### config.mk
export PLATFORM = sky130hd
export DESIGN_NAME = panel_out_cond
export DESIGN_NICKNAME = d
export VERILOG_FILES = /design/src/rtl/pnl_out_pkg.sv /design/src/rtl/pnl_ctrl_regs.sv /design/src/rtl/pnl_out_stage.sv /design/src/rtl/pnl_sclk_gate.sv /design/src/rtl/panel_out_cond.sv
export SDC_FILE = /design/constraint.sdc
export NUM_CORES = 1
export LEC_CHECK = 0
export BUFFER_PORTS_ARGS = -buffer_cell sky130_fd_sc_hd__clkbuf_2
export CORE_ASPECT_RATIO = 1.1
export CORE_MARGIN = 2
export CORE_UTILIZATION = 47
export CTS_BUF_LIST = sky130_fd_sc_hd__clkbuf_8
export CTS_CLUSTER_DIAMETER = 120
export CTS_CLUSTER_SIZE = 8
export DETAILED_ROUTE_END_ITERATION = 8
export GPL_ROUTABILITY_DRIVEN = 0
export HOLD_SLACK_MARGIN = 0.03
export PLACE_DENSITY = 0.93
export SETUP_SLACK_MARGIN = 0.5
export SYNTH_ARGS = -nofsm -noshare
export SYNTH_HDL_FRONTEND = slang
export SYNTH_SLANG_ARGS = --single-unit
### constraint.sdc
create_clock -name clk -period 4.3 [get_ports clk]
set_clock_uncertainty 0.05 [all_clocks]
set_input_delay 0.86 -clock clk [delete_from_list [all_inputs] [get_ports clk]]
set_output_delay 0.86 -clock clk [all_outputs]
set_load 0.01 [all_outputs]
### src/rtl/pnl_out_pkg.sv
package pnl_out_pkg;
  localparam int REG_W   = 64;
  localparam int LIVE_W  = 32;
  localparam int B_PASS  = 30;
  localparam int B_DEPOL = 29;
  localparam int B_SFREE = 27;
  localparam int B_VPOL  = 23;
  localparam int B_HPOL  = 22;

  typedef struct packed {
    logic pass;
    logic de_pol;
    logic sclk_free;
    logic vs_pol;
    logic hs_pol;
  } pnl_cfg_t;

  function automatic pnl_cfg_t decode_cfg(input logic [LIVE_W-1:0] w);
    pnl_cfg_t c;
    c.pass      = w[B_PASS];
    c.de_pol    = w[B_DEPOL];
    c.sclk_free = w[B_SFREE];
    c.vs_pol    = w[B_VPOL];
    c.hs_pol    = w[B_HPOL];
    return c;
  endfunction
endpackage

### src/rtl/pnl_ctrl_regs.sv
module pnl_ctrl_regs
  import pnl_out_pkg::*;
#(
  parameter int              ADDR_W  = 12,
  parameter logic [ADDR_W-1:0] REG_OFS = 12'h408
) (
  input  logic              clk,
  input  logic              rst,
  input  logic              host_sel,
  input  logic              host_we,
  input  logic [ADDR_W-1:0] host_addr,
  input  logic [REG_W-1:0]  host_wdata,
  output logic [REG_W-1:0]  host_rdata,
  output logic [LIVE_W-1:0] cfg_word
);
  localparam int PAD_W = REG_W - LIVE_W;

  logic hit;
  assign hit = host_sel && (host_addr == REG_OFS);

  always_ff @(posedge clk) begin
    if (rst) begin
      cfg_word <= '0;
    end else if (hit && host_we) begin
      cfg_word <= host_wdata[LIVE_W-1:0];
    end
  end

  always_ff @(posedge clk) begin
    if (rst) begin
      host_rdata <= '0;
    end else if (hit && !host_we) begin
      host_rdata <= {{PAD_W{1'b0}}, cfg_word};
    end else begin
      host_rdata <= '0;
    end
  end
endmodule

### src/rtl/pnl_out_stage.sv
module pnl_out_stage
  import pnl_out_pkg::*;
#(
  parameter int PIX_W = 24
) (
  input  logic             clk,
  input  logic             rst,
  input  pnl_cfg_t         cfg,
  input  logic             gen_hsync,
  input  logic             gen_vsync,
  input  logic             gen_de,
  input  logic [PIX_W-1:0] gen_pix,
  input  logic             src_hsync,
  input  logic             src_vsync,
  input  logic             src_de,
  input  logic [PIX_W-1:0] src_pix,
  output logic             act_next,
  output logic             pnl_hsync,
  output logic             pnl_vsync,
  output logic             pnl_de,
  output logic [PIX_W-1:0] pnl_pix
);
  logic             hs_sel, vs_sel, de_sel;
  logic [PIX_W-1:0] pix_sel;

  always_comb begin
    if (cfg.pass) begin
      hs_sel  = src_hsync;
      vs_sel  = src_vsync;
      de_sel  = src_de;
      pix_sel = src_pix;
    end else begin
      hs_sel  = gen_hsync;
      vs_sel  = gen_vsync;
      de_sel  = gen_de;
      pix_sel = gen_pix;
    end
  end

  assign act_next = de_sel;

  always_ff @(posedge clk) begin
    if (rst) begin
      pnl_hsync <= 1'b0;
      pnl_vsync <= 1'b0;
      pnl_de    <= 1'b0;
      pnl_pix   <= '0;
    end else begin
      pnl_hsync <= hs_sel ^ cfg.hs_pol;
      pnl_vsync <= vs_sel ^ cfg.vs_pol;
      pnl_de    <= de_sel ^ cfg.de_pol;
      pnl_pix   <= pix_sel;
    end
  end
endmodule

### src/rtl/pnl_sclk_gate.sv
module pnl_sclk_gate (
  input  logic clk,
  input  logic rst,
  input  logic free_run,
  input  logic act_next,
  output logic sclk_en,
  output logic pnl_sclk
);
  // The enable changes only on the rising pixel-clock edge, where the
  // inverted clock falls, so the gated output never shows a partial pulse.
  always_ff @(posedge clk) begin
    if (rst) sclk_en <= 1'b0;
    else     sclk_en <= free_run | act_next;
  end

  assign pnl_sclk = ~clk & sclk_en;
endmodule

### src/rtl/panel_out_cond.sv
module panel_out_cond
  import pnl_out_pkg::*;
#(
  parameter int                ADDR_W  = 12,
  parameter logic [ADDR_W-1:0] REG_OFS = 12'h408,
  parameter int                PIX_W   = 24
) (
  input  logic              clk,
  input  logic              rst,
  input  logic              host_sel,
  input  logic              host_we,
  input  logic [ADDR_W-1:0] host_addr,
  input  logic [63:0]       host_wdata,
  output logic [63:0]       host_rdata,
  input  logic              gen_hsync,
  input  logic              gen_vsync,
  input  logic              gen_de,
  input  logic [PIX_W-1:0]  gen_pix,
  input  logic              src_hsync,
  input  logic              src_vsync,
  input  logic              src_de,
  input  logic [PIX_W-1:0]  src_pix,
  output logic              pnl_hsync,
  output logic              pnl_vsync,
  output logic              pnl_de,
  output logic [PIX_W-1:0]  pnl_pix,
  output logic              pnl_sclk
);
  logic [LIVE_W-1:0] cfg_word;
  pnl_cfg_t          cfg;
  logic              act_next;
  logic              sclk_en;

  assign cfg = decode_cfg(cfg_word);

  pnl_ctrl_regs #(.ADDR_W(ADDR_W), .REG_OFS(REG_OFS)) u_regs (
    .clk(clk), .rst(rst),
    .host_sel(host_sel), .host_we(host_we), .host_addr(host_addr),
    .host_wdata(host_wdata), .host_rdata(host_rdata),
    .cfg_word(cfg_word)
  );

  pnl_out_stage #(.PIX_W(PIX_W)) u_stage (
    .clk(clk), .rst(rst), .cfg(cfg),
    .gen_hsync(gen_hsync), .gen_vsync(gen_vsync), .gen_de(gen_de), .gen_pix(gen_pix),
    .src_hsync(src_hsync), .src_vsync(src_vsync), .src_de(src_de), .src_pix(src_pix),
    .act_next(act_next),
    .pnl_hsync(pnl_hsync), .pnl_vsync(pnl_vsync), .pnl_de(pnl_de), .pnl_pix(pnl_pix)
  );

  pnl_sclk_gate u_gate (
    .clk(clk), .rst(rst),
    .free_run(cfg.sclk_free), .act_next(act_next),
    .sclk_en(sclk_en), .pnl_sclk(pnl_sclk)
  );
endmodule

; Word level (Yosys, flattened, before mapping)
; Index checks and enable logic that the tools add are counted.
[word_totals]
output_inout_bits = 92
elab_cells = 25
regBits = 124
inputBits = 134
[op_classes]
mux = 4
eq_ne = 1
reduce_logical = 5
n_bitwise = 7
[ops]
columns = cell, count
row1 = 2-to-1 mux 24 bit, 1
row2 = "equality test 12 x 11 -> 1 bit, second input constant", 1
row3 = logical AND 1 bit, 3
row4 = 2-to-1 mux 1 bit, 3
row5 = bitwise XOR 1 bit, 3
row6 = NOT 1 bit, 2
row7 = OR reduction 2 bit, 1
row8 = bitwise AND 1 bit, 1
row9 = zero test 1 bit, 1
row10 = OR 1 bit, 1

; Depth between registers and ports, before layout
[logic_depth]
ltp_word = 5
ltp_mapped = 4
mapped_depth_nobuf = 3

; Modules after synthesis
; From an unflattened synthesis, not the netlist that was laid out.
[unflattened]
hier_cells = 341
hier_area_um2 = 3654.8
[by_module_without_submodules]
columns = module, n_inst, area_each_um2, cells_per_inst, seq_area_each_um2
row1 = pnl_ctrl_regs, 1, 2606.2, 245, 1281.2
row2 = pnl_out_stage, 1, 1012.2, 93, 540.5
row3 = pnl_sclk_gate, 1, 36.3, 3, 20.0

==> results by group <==
Placement
  – Placed cell count: 571
  – Hpwl dp: ~5.6 mm
  – Post-Place Setup Slack: 1.03 ns
  – IO buf count: ~160

Synth
  – FF+latch count, synth: 92
  – Top FF cell, synth: dfxtp_1
  – Share of async-settable or async-resettable flops after synthesis: 0
  – Syn Area/Cell: about 11 um2
  – Post-synth EDFFs: 0
  – Post-synth cell types: 22
  – Post-synthesis sequential area ratio: 0.512
  – Synth warnings: 0
  – Synth Cell Area: 3600 um2
  – Cells after Synth: between 300 and 400

STA
  – Actual slew at the worst max-slew pin: about 1.1 ns
  – Setup TNS Final: 0 ns
  – Rel. slew slack: 0.285
  – PnR worst setup slack: ~0.72 ns
  – Slew Viols, Final: 0
  – Hold Fails Final Rpt: 0
  – Unrepaired setup endpoints after global routing: no
  – Final setup violation count: 0

Worst setup path
  – Crit Path Max Fanout: 2
  – Worst reg2reg startpoint: u_regs.cfg_word[30]
  – FF-to-FF path depth: 4
  – R2r endpoint: u_stage.pnl_vsync
  – R2R Setup Slk: 2.28 ns
  – Setup CP Type: clock port to output port
  – Crit path required time: between 3 and 4 ns
  – Worst Setup Start Kind: clock port
  – Element type at the critical path end: output port
  – Critical Path AT: 2.67 ns

Global route
  – GR Util All Layers: 0.178
  – Vias in the first global route: 2621
  – Initial antenna violation count: 1
  – First-pass GRT wire length: around 11 mm
  – Pin count of the biggest net entering global routing: 93
  – Remaining Overflow, GRT: 0

Cells and area
  – Net count, final: approximately 630
  – Finished Layout Cells: 591
  – Post-Route Utilization: 0.616
  – Fraction of layout cells with a size suffix above 1: 0.374
  – Area growth syn-to-layout: 27.3%

Min path
  – Hold Path Depth: 1
  – Hold Path End: u_regs.host_rdata[20]
  – Worst min path class: register to register
  – Worst Hold Launch: u_regs.cfg_word[20]

Route
  – DR vias/cell: about 4.6
  – First-pass DRT Iterations: 4
  – DRC: 0
  – WL/cell: around 13 um
  – Final ANT Viol Nets: 0
  – Detailed Route Iter0 Violations: between 50 and 60
  – DRT Wirelength: 7.55 mm
  – Via count: ~2700

Power and ir drop
  – Peak supply drop: 0.174 mV
  – Total power: between 1.5 and 2 mW
  – Pwr dens: ~360 nW/um2
  – Leak: roughly 2.1 nW

Floorplan
  – IO Pins: approximately 230
  – Die W: just under 90 um
  – Placement Rows: 33
  – Initial Util: 0.484
  – Chip height: ~96 um
  – Area of the core: around 7400 um2
  – Total Die Area: ~8400 um2

Clocking
  – CTS tree: done
  – Clk slew on worst S/H paths: roughly 0.09 ns
  – Setup Fix Bufs, Post-CTS: 0
  – PostCTS Resize Cnt: 0
  – Clk_lat worst skew: around 0.45 ns
  – Hold_buf cts: 0

Flow run
  – Max Cap Violations: 0

Run status
  – Status: complete, no violations
cells in the final DEF, fill, tap and decap left out, types with 2 or more instances in the layout:
cell type / n
clkbuf_8: 13
nand2b_1: 64
clkbuf_2: 161
nor2_1: 27
xor2_1: 3
conb_1: 32
inv_6: 2
mux2i_1: 59
buf_4: 4
and2_1: 32
nor4_4: 2
dfxtp_1: 92
metal layers:
layer | GRT usage | part of all wire | vias to the layer above
met5 | 0 | 0 | -
li1 | - | - | 1333
met1 | 0.168 | 0.36 | 1220
met3 | 0.0575 | 0.092 | 20
met2 | 0.327 | 0.51 | 146
met4 | 0.117 | 0.036 | 0
stage by stage:
step	hold slack, ns	cell area, um2
floorplan	0.381	3710
global placement	0.388	4330
detailed placement	0.392	4330
CTS	0.407	4580
global route	0.426	4580
finish	0.405	4580
synth_stat cells (2+ instances only):
master / instances / area, um2
and2_1: 32 / 200
dfxtp_1: 92 / 1840
clkbuf_1: 12 / 45.0
nor2_1: 27 / 101
buf_2: 2 / 10.0
nand2b_1: 64 / 400
mux2i_1: 59 / 591
buf_4: 32 / 240
buf_1: 2 / 7.51
xor2_1: 3 / 26.3
buf_6: 3 / 33.8
worst max path at each step:
stage	startpoint	end	cells after the start
floorplan	clk	pnl_sclk	1
global placement	clk	pnl_sclk	2
detailed placement	clk	pnl_sclk	2
CTS	clk	pnl_sclk	4
global route	clk	pnl_sclk	4
finish	clk	pnl_sclk	4
cells by family (layout without fill, tap and decap cells):
| group | count (synthesis) | after routing | share of synthesized area |
|---|---|---|---|
| multiplexers | 59 | 59 | 0.164 |
| XOR/XNOR | 3 | 3 | 0.00731 |
| AO/OA/AOI/OAI | 1 | 1 | 0.00139 |
| other | 1 | 33 | 0.00104 |
| AND/OR/NAND/NOR | 131 | 131 | 0.219 |
| flip-flops | 92 | 92 | 0.512 |
| buffers and inverters | 52 | 185 | 0.0946 |
power by group:
group          total [mW]  switching, mW  leakage [nW]  internal, mW
Sequential          0.869        0.00346         0.749         0.865
Clock               0.666          0.316         0.132         0.350
Combinational       0.125         0.0615          1.23        0.0633
state kept, by name (all words and copies together), names as in the netlist:
register	count
u_regs.cfg_word	32
u_regs.host_rdata	32
u_stage.pnl_pix	24
u_gate.sclk_en	1
u_stage.pnl_de	1
u_stage.pnl_hsync	1
u_stage.pnl_vsync	1
final cells by class:
cell class / instances / area, um2
fillers: 594 / 2850
clock inverters: 6 / 68.8
well taps: 87 / 109
multi-input cells: 226 / 1540
inverters: 1 / 3.75
clock buffers: 14 / 184
repair buffers: 164 / 831
flip-flops and latches: 92 / 1840
diodes: 1 / 2.50
critical path, cell delays in order:
cell	delay, ns
clkbuf_8	0.11
clkbuf_8	0.12
nor2b_1	0.13
clkbuf_2	0.16
Note: power is estimated with default switching activity, not from simulation.
